**config.mk**
```make
export PLATFORM = sky130hd
export DESIGN_NAME = membrane_cell
export DESIGN_NICKNAME = d
export VERILOG_FILES = /design/src/rtl/mca_pkg.sv /design/src/rtl/mca_shreg.sv /design/src/rtl/mca_ctrl.sv /design/src/rtl/mca_decode.sv /design/src/rtl/membrane_cell.sv
export SDC_FILE = /design/constraint.sdc
export NUM_CORES = 1
export LEC_CHECK = 0
export ABC_AREA = 1
export BUFFER_PORTS_ARGS = -buffer_cell sky130_fd_sc_hd__buf_2
export CAP_MARGIN = 20
export CELL_PAD_IN_SITES_DETAIL_PLACEMENT = 0
export CELL_PAD_IN_SITES_GLOBAL_PLACEMENT = 1
export CORE_MARGIN = 3
export CORE_UTILIZATION = 31
export DETAILED_ROUTE_END_ITERATION = 16
export PLACE_DENSITY = 0.72
export REMOVE_ABC_BUFFERS = 1
export SLEW_MARGIN = 5
export SYNTH_ARGS = -nofsm -noshare
export SYNTH_HDL_FRONTEND = slang
export SYNTH_SLANG_ARGS = --single-unit
export TNS_END_PERCENT = 10
```
**constraint.sdc**
```tcl
create_clock -name clk -period 1.18 [get_ports clk]
set_clock_uncertainty 0.2 [all_clocks]
set_input_delay 0.059 -clock clk [delete_from_list [all_inputs] [get_ports clk]]
set_output_delay 0.059 -clock clk [all_outputs]
set_load 0.03 [all_outputs]
```
**src/rtl/mca_pkg.sv**
```systemverilog
package mca_pkg;

    localparam int STATE_W = 4;   // Q3..Q0
    localparam int CODE_W  = 2;   // left digit, middle digit
    localparam int KINDS   = 1 << CODE_W;

    // capture sequencer
    typedef enum logic [2:0] {
        PH_IDLE   = 3'd0,
        PH_FILL1  = 3'd1,
        PH_FILL2  = 3'd2,
        PH_DECIDE = 3'd3,
        PH_LOCKED = 3'd4
    } phase_t;

    // what the shift register does this clock
    typedef enum logic [1:0] {
        ACT_SHIFT = 2'd0,
        ACT_HOLD  = 2'd1,
        ACT_CLEAR = 2'd2
    } act_t;

    // locked code values, {left digit, middle digit}
    localparam logic [CODE_W-1:0] K_HWALL = 2'b00;
    localparam logic [CODE_W-1:0] K_SPARE = 2'b01;
    localparam logic [CODE_W-1:0] K_VWALL = 2'b10;
    localparam logic [CODE_W-1:0] K_JUNCT = 2'b11;

endpackage

```
**src/rtl/mca_shreg.sv**
```systemverilog
module mca_shreg
    import mca_pkg::*;
(
    input  logic               clk,
    input  logic               rst_n,
    input  act_t               act,
    input  logic               bit_in,
    output logic [STATE_W-1:0] q
);

    always_ff @(posedge clk or negedge rst_n) begin
        if (!rst_n) begin
            q <= '0;
        end else begin
            unique case (act)
                ACT_SHIFT: q <= {bit_in, q[STATE_W-1:1]};
                ACT_HOLD:  q <= {bit_in, q[STATE_W-2:0]};
                ACT_CLEAR: q <= '0;
                default:   q <= '0;
            endcase
        end
    end

    // once the low flop is set, the code flops never move
    p_frozen_code_r7: assert property (@(posedge clk) disable iff (!rst_n)
        q[0] |=> $stable(q[STATE_W-2:0]));

    // a quiescent register fed zeros stays quiescent
    p_quiet_stays_r2: assert property (@(posedge clk) disable iff (!rst_n)
        (q == '0 && !bit_in) |=> (q == '0));

endmodule

```
**src/rtl/mca_ctrl.sv**
```systemverilog
module mca_ctrl
    import mca_pkg::*;
(
    input  logic               clk,
    input  logic               rst_n,
    input  logic               south_in,
    input  logic               west_in,
    input  logic [STATE_W-1:0] q,
    output phase_t             phase,
    output act_t               act
);

    phase_t phase_nx;
    logic   org_s;
    logic   org_w;
    logic   refuse;

    // direction rules on the captured digits
    always_comb begin
        refuse = 1'b0;
        if (!q[3] && org_s && !org_w)
            refuse = 1'b1;
        if (q[3] && !q[2] && org_w && !org_s)
            refuse = 1'b1;
    end

    // state register
    always_ff @(posedge clk or negedge rst_n) begin
        if (!rst_n) begin
            phase <= PH_IDLE;
            org_s <= 1'b0;
            org_w <= 1'b0;
        end else begin
            phase <= phase_nx;
            if (phase == PH_IDLE && (south_in || west_in)) begin
                org_s <= south_in;
                org_w <= west_in;
            end
        end
    end

    // next state and register action
    always_comb begin
        phase_nx = phase;
        act      = ACT_SHIFT;
        unique case (phase)
            PH_IDLE: begin
                act = ACT_SHIFT;
                if (south_in || west_in)
                    phase_nx = PH_FILL1;
            end
            PH_FILL1: begin
                act      = ACT_SHIFT;
                phase_nx = PH_FILL2;
            end
            PH_FILL2: begin
                act      = ACT_SHIFT;
                phase_nx = PH_DECIDE;
            end
            PH_DECIDE: begin
                if (refuse) begin
                    act      = ACT_CLEAR;
                    phase_nx = PH_IDLE;
                end else begin
                    act      = ACT_SHIFT;
                    phase_nx = PH_LOCKED;
                end
            end
            PH_LOCKED: begin
                act      = ACT_HOLD;
                phase_nx = PH_LOCKED;
            end
            default: begin
                act      = ACT_CLEAR;
                phase_nx = PH_IDLE;
            end
        endcase
    end

    // the sequencer decides exactly when the leading 1 sits one above the bottom
    p_decide_aligned_r3: assert property (@(posedge clk) disable iff (!rst_n)
        (phase == PH_DECIDE) |-> (q[1] && !q[0]));

    // the locked phase and the register's lock flop agree
    p_locked_agrees_r3: assert property (@(posedge clk) disable iff (!rst_n)
        (phase == PH_LOCKED) == q[0]);

    // in IDLE the register is quiescent
    p_idle_quiet_r2: assert property (@(posedge clk) disable iff (!rst_n)
        (phase == PH_IDLE) |-> (q == '0));

endmodule

```
**src/rtl/mca_decode.sv**
```systemverilog
module mca_decode
    import mca_pkg::*;
(
    input  logic [STATE_W-1:0] q,
    output logic               locked,
    output logic [KINDS-1:0]   kind_hot,
    output logic               north_out,
    output logic               east_out
);

    logic [CODE_W-1:0] code;
    logic              go_north;
    logic              go_east;

    assign locked = q[0];
    assign code   = q[STATE_W-2:1];

    // one flag per code value, gated by lock
    for (genvar k = 0; k < KINDS; k++) begin : g_kind
        assign kind_hot[k] = locked && (code == k[CODE_W-1:0]);
    end

    always_comb begin
        go_north = 1'b0;
        go_east  = 1'b0;
        unique case (code)
            K_HWALL: go_east  = 1'b1;
            K_SPARE: go_east  = 1'b1;
            K_VWALL: go_north = 1'b1;
            K_JUNCT: begin
                go_north = 1'b1;
                go_east  = 1'b1;
            end
            default: ;
        endcase
    end

    assign north_out = locked && go_north && q[STATE_W-1];
    assign east_out  = locked && go_east  && q[STATE_W-1];

    // a locked cell names exactly one kind
    always_comb begin
        if (locked)
            p_one_kind_r11: assert ($countones(kind_hot) == 1);
    end

endmodule

```
**src/rtl/membrane_cell.sv**
```systemverilog
module membrane_cell
    import mca_pkg::*;
(
    input  logic clk,
    input  logic rst_n,
    input  logic south_in,
    input  logic west_in,
    output logic north_out,
    output logic east_out,
    output logic locked,
    output logic flag_hwall,
    output logic flag_spare,
    output logic flag_vwall,
    output logic flag_junction
);

    logic               bit_in;
    logic [STATE_W-1:0] q;
    logic [KINDS-1:0]   kind_hot;
    phase_t             phase;
    act_t               act;

    assign bit_in = south_in | west_in;

    mca_ctrl u_ctrl (
        .clk      (clk),
        .rst_n    (rst_n),
        .south_in (south_in),
        .west_in  (west_in),
        .q        (q),
        .phase    (phase),
        .act      (act)
    );

    mca_shreg u_shreg (
        .clk    (clk),
        .rst_n  (rst_n),
        .act    (act),
        .bit_in (bit_in),
        .q      (q)
    );

    mca_decode u_decode (
        .q         (q),
        .locked    (locked),
        .kind_hot  (kind_hot),
        .north_out (north_out),
        .east_out  (east_out)
    );

    assign flag_hwall    = kind_hot[K_HWALL];
    assign flag_spare    = kind_hot[K_SPARE];
    assign flag_vwall    = kind_hot[K_VWALL];
    assign flag_junction = kind_hot[K_JUNCT];

    // R4 (and R5): a refusal empties the register and returns to IDLE
    p_refuse_quiet_r4: assert property (@(posedge clk) disable iff (!rst_n)
        (phase == PH_DECIDE && act == ACT_CLEAR) |=> (q == '0 && phase == PH_IDLE));

    // nothing leaves and no flag shows before lock
    p_silent_before_lock_r10: assert property (@(posedge clk) disable iff (!rst_n)
        !locked |-> (!north_out && !east_out && kind_hot == '0));

    // north echoes the previous serial bit for upward-spreading kinds
    p_north_echo_r8: assert property (@(posedge clk) disable iff (!rst_n)
        locked |-> (north_out == ($past(bit_in) && (flag_vwall || flag_junction))));

    // east echoes the previous serial bit for sideways-spreading kinds
    p_east_echo_r9: assert property (@(posedge clk) disable iff (!rst_n)
        locked |-> (east_out == ($past(bit_in) && !flag_vwall)));

endmodule

```
==> results_dict.tcl, run 1 <==
set metrics [dict create \
    wl_um 968 \
    setup_ws_ns -0.242 \
    multiInputGateArea_um2 215 \
    clkSlewWorstSetupHoldPaths_ns 0.06 \
    fin_crit_ns 1.42 \
    grt_pass1_wl_mm 1.65 \
    coreArea_um2 1330 \
    crit_end "flag_junction" \
    io_pins 11 \
    worst_r2r_endpoint "u_shreg.q[0]$_DFFE_PN0N_" \
    max_freq_mhz 703 \
    synthesis.area_um2 449 \
    synth-compound-area-share 0.0529 \
    synthAdderAreaFrac 0 \
    vias 443 \
    hold_viol 0 \
    p_total_uw 685 \
    cts_tree "yes" \
    detail-route-antenna-nets 0 \
    fillCellCount 132 \
    synth_top_area_cell "dfrtp_1" \
    clock-root-buffer "clkbuf_4" \
    worstMarginPinSlew_ns 0.240 \
    tns_ns -1.82 \
    yosysWarnings 0 \
    fin_util 0.508 \
    dieArea_um2 1940 \
    syn-instance-count 58 \
    r2r_setup_slack_ns -0.15 \
    peakVddDrop_v 0.000535 \
    post_drt_wl_per_cell_um 9.88 \
    synth_area_per_cell_um2 7.74 \
    die_h_um 44.1 \
    cts_buffer_depth 2 \
    grt.total_usage 0.121 \
    synth_xor_area_frac 0 \
    setup_viol 11 \
    ys_seq_area_frac 0.501 \
    initial_utilization 0.337 \
    numPortBuffers 10 \
    hold_start "u_ctrl.phase[0]$_DFFE_PN0P_" \
    instances_no_fill 98 \
    nNetsFinal 88 \
    endpoint_kind "output port" \
    power_density_nw_per_um2 1010 \
    insertion_delay_ns 0.26 \
    crit_required_ns 0.92 \
    rows 13 \
    p_leak_nw 0.363 \
    cp-start-kind "register" \
    drive_above_1_share 0.434 \
    critPathKind "reg2out" \
    gp_congestion 0.675 \
    timing.critical_path.from "u_shreg.q[1]$_DFFE_PN0N_" \
    viasPerCell 4.52 \
    rsz0062_at_grt "yes" \
    cap_violations 0 \
    status "complete, but fails checks" \
    cts_max_level 1 \
    drcViolationCount 0 \
    hold_class "reg2reg" \
    timing.rr.start "u_shreg.q[2]$_DFFE_PN0N_" \
    drtIter0Drc 17 \
    slew_headroom 0.840 \
    ys_types 11 \
    area_delta_synth_final_pct 51.0 \
    holdWs_ns 0.279 \
    drtPass1Iterations 6 \
    grt_max_degree 10 \
    dpl.hpwl_um 704 \
    clkSinkCount 9 \
    yosys-mux-area-fraction 0 \
    synth-simple-area-share 0.370 \
    synth.area.top_cells "dfrtp_1 (50%), nand2_1 (15%), nor3_1 (6.7%), inv_1 (5.8%), nor2_2 (5.6%)" \
    worstPathMaxFanout 3 \
    fin_crit_sh 1.21 \
    cts_buffers 3 \
    grt_pass1_vias 377 \
    antenna_found_initial 0 \
    overflow 0 \
    n_antenna_cell 0 \
    synth_seq_cells 9 \
    regArea_um2 226 \
    maxSlewViolCount 0 \
    arrival_ns 1.16 \
    violations "negative setup slack" \
    die-width_um 44.1 \
    synth_top_area_frac 0.501 \
    placed_cells 87 \
    rr_worst_depth 7 \
    synth_top_family_by_area "simple AND/OR/NAND/NOR gates" \
]
## what timing repair did
item / 4_1_cts / 5_1_grt
resized for setup: 9 / 6
hold buffers: 4 / 0
endpoints found under the hold margin: 13 / 0
pin swaps: 1 / 3
endpoints found under the setup margin: 9 / 13
buffers inserted: 1 / 2
## synthesized netlist by cell type
cell type / number
inv_2: 2
dfrtp_1: 9
nor2_2: 4
a31o_1: 1
a211oi_1: 2
nand3_1: 4
nor3_1: 6
nor2_1: 3
inv_1: 7
nand2_2: 2
nand2_1: 18
## where the power goes
| part | leakage [nW] | total (mW) | internal [mW] | switching (mW) |
|---|---|---|---|---|
| clock | 0.0150 | 0.240 | 0.130 | 0.110 |
| sequential | 0.105 | 0.323 | 0.316 | 0.00745 |
| combinational | 0.243 | 0.122 | 0.0546 | 0.0676 |
## sequential cells by signal, summed over array words and instances, names as in the netlist
signal	count
u_ctrl.org_s	1
u_ctrl.org_w	1
u_ctrl.phase	3
u_shreg.q	4
## logic make-up after synthesis
group / count (synthesis)
and+or+nand+nor: 37
DFF: 9
buffers and inverters: 9
AOI/OAI and AO/OA: 3
## final cells by class
| type | count | share of cell area |
|---|---|---|
| inverters | 9 | 0.0498 |
| well taps | 15 | 0.0277 |
| multi-input cells | 40 | 0.317 |
| repair buffers | 21 | 0.232 |
| flip-flops and latches | 9 | 0.334 |
| clock buffers | 4 | 0.0387 |
## worst min path at each step
stage                             endpoint  slack [ns]  cells past startpoint
3_3_place_gp      u_shreg.q[2]$_DFFE_PN0N_       -0.28                      1
5_1_grt        u_ctrl.phase[0]$_DFFE_PN0P_        0.30                      1
6_report       u_ctrl.phase[0]$_DFFE_PN0P_        0.28                      1
3_5_place_dp      u_shreg.q[0]$_DFFE_PN0N_       -0.28                      1
2_1_floorplan     u_ctrl.org_s$_DFFE_PN0P_       -0.44                      0
4_1_cts        u_ctrl.phase[0]$_DFFE_PN0P_        0.28                      1
## metal layers
| layer | GRT usage | part of all wire | vias to the layer above |
|---|---|---|---|
| met5 | 0 | 0 | - |
| met4 | 0.0723 | 0.0093 | 0 |
| met3 | 0.0610 | 0.065 | 2 |
| met2 | 0.163 | 0.45 | 17 |
| met1 | 0.153 | 0.47 | 191 |
| li1 | - | - | 233 |
## cell usage in the layout (no fill, tap or decap), drive strengths merged
cell,count
nand3,4
clkbuf,4
nand2,20
a31o,1
nor2,7
buf,17
inv,9
dfrtp,9
a211oi,2
dlygate4sd3,4
nor3,6
## per-stage QoR
step,area (um2),setup slack (ns)
after global placement,548,-0.00728
after CTS,643,-0.222
after floorplan,449,-0.490
after detailed placement,548,-0.0190
after global routing,678,-0.290
final,678,-0.242
## critical path: stages (launching register included)
cell and delay, ns:
dfrtp_1 0.38, inv_2 0.06, buf_4 0.13, nor3_2 0.15, buf_4 0.18
No activity file was read; power rests on OpenSTA's default activity.
==> run 2, diff against run 1 <==
==> constraint.sdc (replaced) <==
create_clock -name clk -period 1.18 [get_ports clk]
set_clock_uncertainty 0.2 [all_clocks]
set_input_delay 0.236 -clock clk [delete_from_list [all_inputs] [get_ports clk]]
set_output_delay 0.236 -clock clk [all_outputs]
set_load 0.03 [all_outputs]
==> results_dict.tcl, run 2 (synthesis gave the netlist of run 1 again) <==
set metrics [dict create \
    fin_util 0.481 \
    cap_violations 0 \
    cts_tree "yes" \
    rr_worst_depth 8 \
    hold_viol 0 \
    grt_pass1_wl_mm 1.69 \
    detail-route-antenna-nets 0 \
    combPwrFrac 0.170 \
    holdWs_ns 0.0196 \
    max_stage_delay_ns 0.44 \
    rsz0062_at_grt "yes" \
    max_freq_mhz 650 \
    peakVddDrop_v 0.000507 \
    p_total_uw 668 \
    place_area_um2 556 \
    tns_ns -3.32 \
    whs_path_depth 3 \
    top_register "u_shreg.q" \
    cpMaxStageDelayCell "dfrtp_2" \
    gp_congestion 0.710 \
    viasPerCell 4.41 \
    crit_family "flip-flops" \
    drtIter0Drc 2 \
    layout_commonest_cell "nand2_1" \
    clkSlewWorstSetupHoldPaths_ns 0.06 \
    nNetsFinal 84 \
    layout_common_cells "nand2_1 (18), buf_4 (12), dfrtp_1 (8)" \
    violations "negative setup slack" \
    grt.total_usage 0.122 \
    drcViolationCount 0 \
    fin_crit_sh 1.30 \
    rows 13 \
    endpoint_kind "output port" \
    arrival_ns 1.10 \
    slew_headroom 0.847 \
    path_depth 2 \
    power_density_nw_per_um2 1040 \
    initial_utilization 0.337 \
    area_delta_synth_final_pct 42.9 \
    grt_pass1_vias 404 \
    drtPass1Iterations 4 \
    dpl.hpwl_um 718 \
    wl_um 942 \
    drive_above_1_share 0.430 \
    die-width_um 44.1 \
    insertion_delay_ns 0.26 \
    cts_buffers 3 \
    clock-root-buffer "clkbuf_4" \
    power.internal_uw 494 \
    coreArea_um2 1330 \
    seqPwrFrac 0.484 \
    dieArea_um2 1940 \
    setup_ws_ns -0.358 \
    maxSlewViolCount 0 \
    p_switching_uw 173 \
    worstMarginPinSlew_ns 0.229 \
    p_sw_frac 0.260 \
    clkSinkCount 9 \
    numPortBuffers 10 \
    crit_required_ns 0.74 \
    critPathKind "reg2out" \
    cts_max_level 1 \
    io_pins 11 \
    vias 415 \
    final_area_um2 642 \
    clkPwrFrac 0.346 \
    status "complete, but fails checks" \
    die_h_um 44.1 \
    grt_max_degree 10 \
    p_leak_nw 0.350 \
    hold_class "in2reg" \
    overflow 0 \
    cp-start-kind "register" \
    n_antenna_cell 0 \
    worstPathMaxFanout 5 \
    antenna_found_initial 0 \
    post_drt_wl_per_cell_um 10.0 \
    fin_crit_ns 1.54 \
    largest_register_ffs 4 \
    path_cells "a211oi_2 -> buf_4" \
    reg.largest.list "u_shreg.q x4, u_ctrl.phase x3" \
    setup_viol 14 \
    cts_buffer_depth 2 \
    crit_buf_inv 1 \
]
[run 2: cell count changes in the layout (fill, tap and decap cells not counted), sizes merged]
cell | before | now
buf | 17 | 16
dlygate4sd3 | 4 | 1
[run 2: per-stage QoR]
stage,setup WS (ns),cells
6_report,-0.358,94
5_1_grt,-0.426,94
4_1_cts,-0.373,94
3_5_place_dp,-0.124,88
3_3_place_gp,-0.120,88
2_1_floorplan,-0.667,58
[run 2: worst paths after layout]
kind	start	endpoint	slack, ns
max	u_shreg.q[2]$_DFFE_PN0N_	east_out	-0.36
min	west_in	u_ctrl.org_w$_DFFE_PN0P_	0.02
max reg2reg	u_shreg.q[2]$_DFFE_PN0N_	u_shreg.q[0]$_DFFE_PN0N_	-0.25
min reg2reg	u_ctrl.phase[0]$_DFFE_PN0P_	u_ctrl.phase[0]$_DFFE_PN0P_	0.27
max in group asynchronous	rst_n	u_shreg.q[2]$_DFFE_PN0N_	0.43
min in group asynchronous	rst_n	u_shreg.q[0]$_DFFE_PN0N_	0.16
[run 2: layout make-up]
class / instances / area [um2]
Tap cell: 15 / 18.8
Multi-Input combinational cell: 40 / 210
Inverter: 9 / 33.8
Timing Repair Buffer: 17 / 126
Sequential cell: 9 / 226
Clock buffer: 4 / 26.3
Fill cell: 135 / 692
[run 2: worst min-delay path: cells and delay by family]
kind | cells | cell delay (ns)
buffers and inverters | 1 | 0.09
AND/OR/NAND/NOR | 2 | 0.12
[run 2: power groups by stage]
stage | Combinational, mW | Sequential [mW] | Clock, mW
finish | 0.114 | 0.323 | 0.231
global route | 0.123 | 0.324 | 0.267
CTS | 0.115 | 0.323 | 0.249
detailed placement | 0.0925 | 0.327 | 0
global placement | 0.0929 | 0.327 | 0
floorplan | 0.0489 | 0.331 | 0
[run 2: metal layers]
| layer | up-vias | routed length, um | global-route usage |
|---|---|---|---|
| met3 | 0 | 39 | 0.0610 |
| met1 | 183 | 443 | 0.147 |
| met5 | - | 0 | 0 |
| met2 | 9 | 459 | 0.180 |
| met4 | 0 | 0 | 0.0542 |
| li1 | 223 | - | - |
[run 2: repair_timing]
| action | CTS | global route |
|---|---|---|
| pin swaps | 1 | 0 |
| gates resized for setup | 15 | 0 |
| setup buffers | 1 | 0 |
| setup endpoints to repair | 14 | 14 |
| hold buffers | 1 | 0 |
| endpoints found under the hold margin | 9 | 0 |
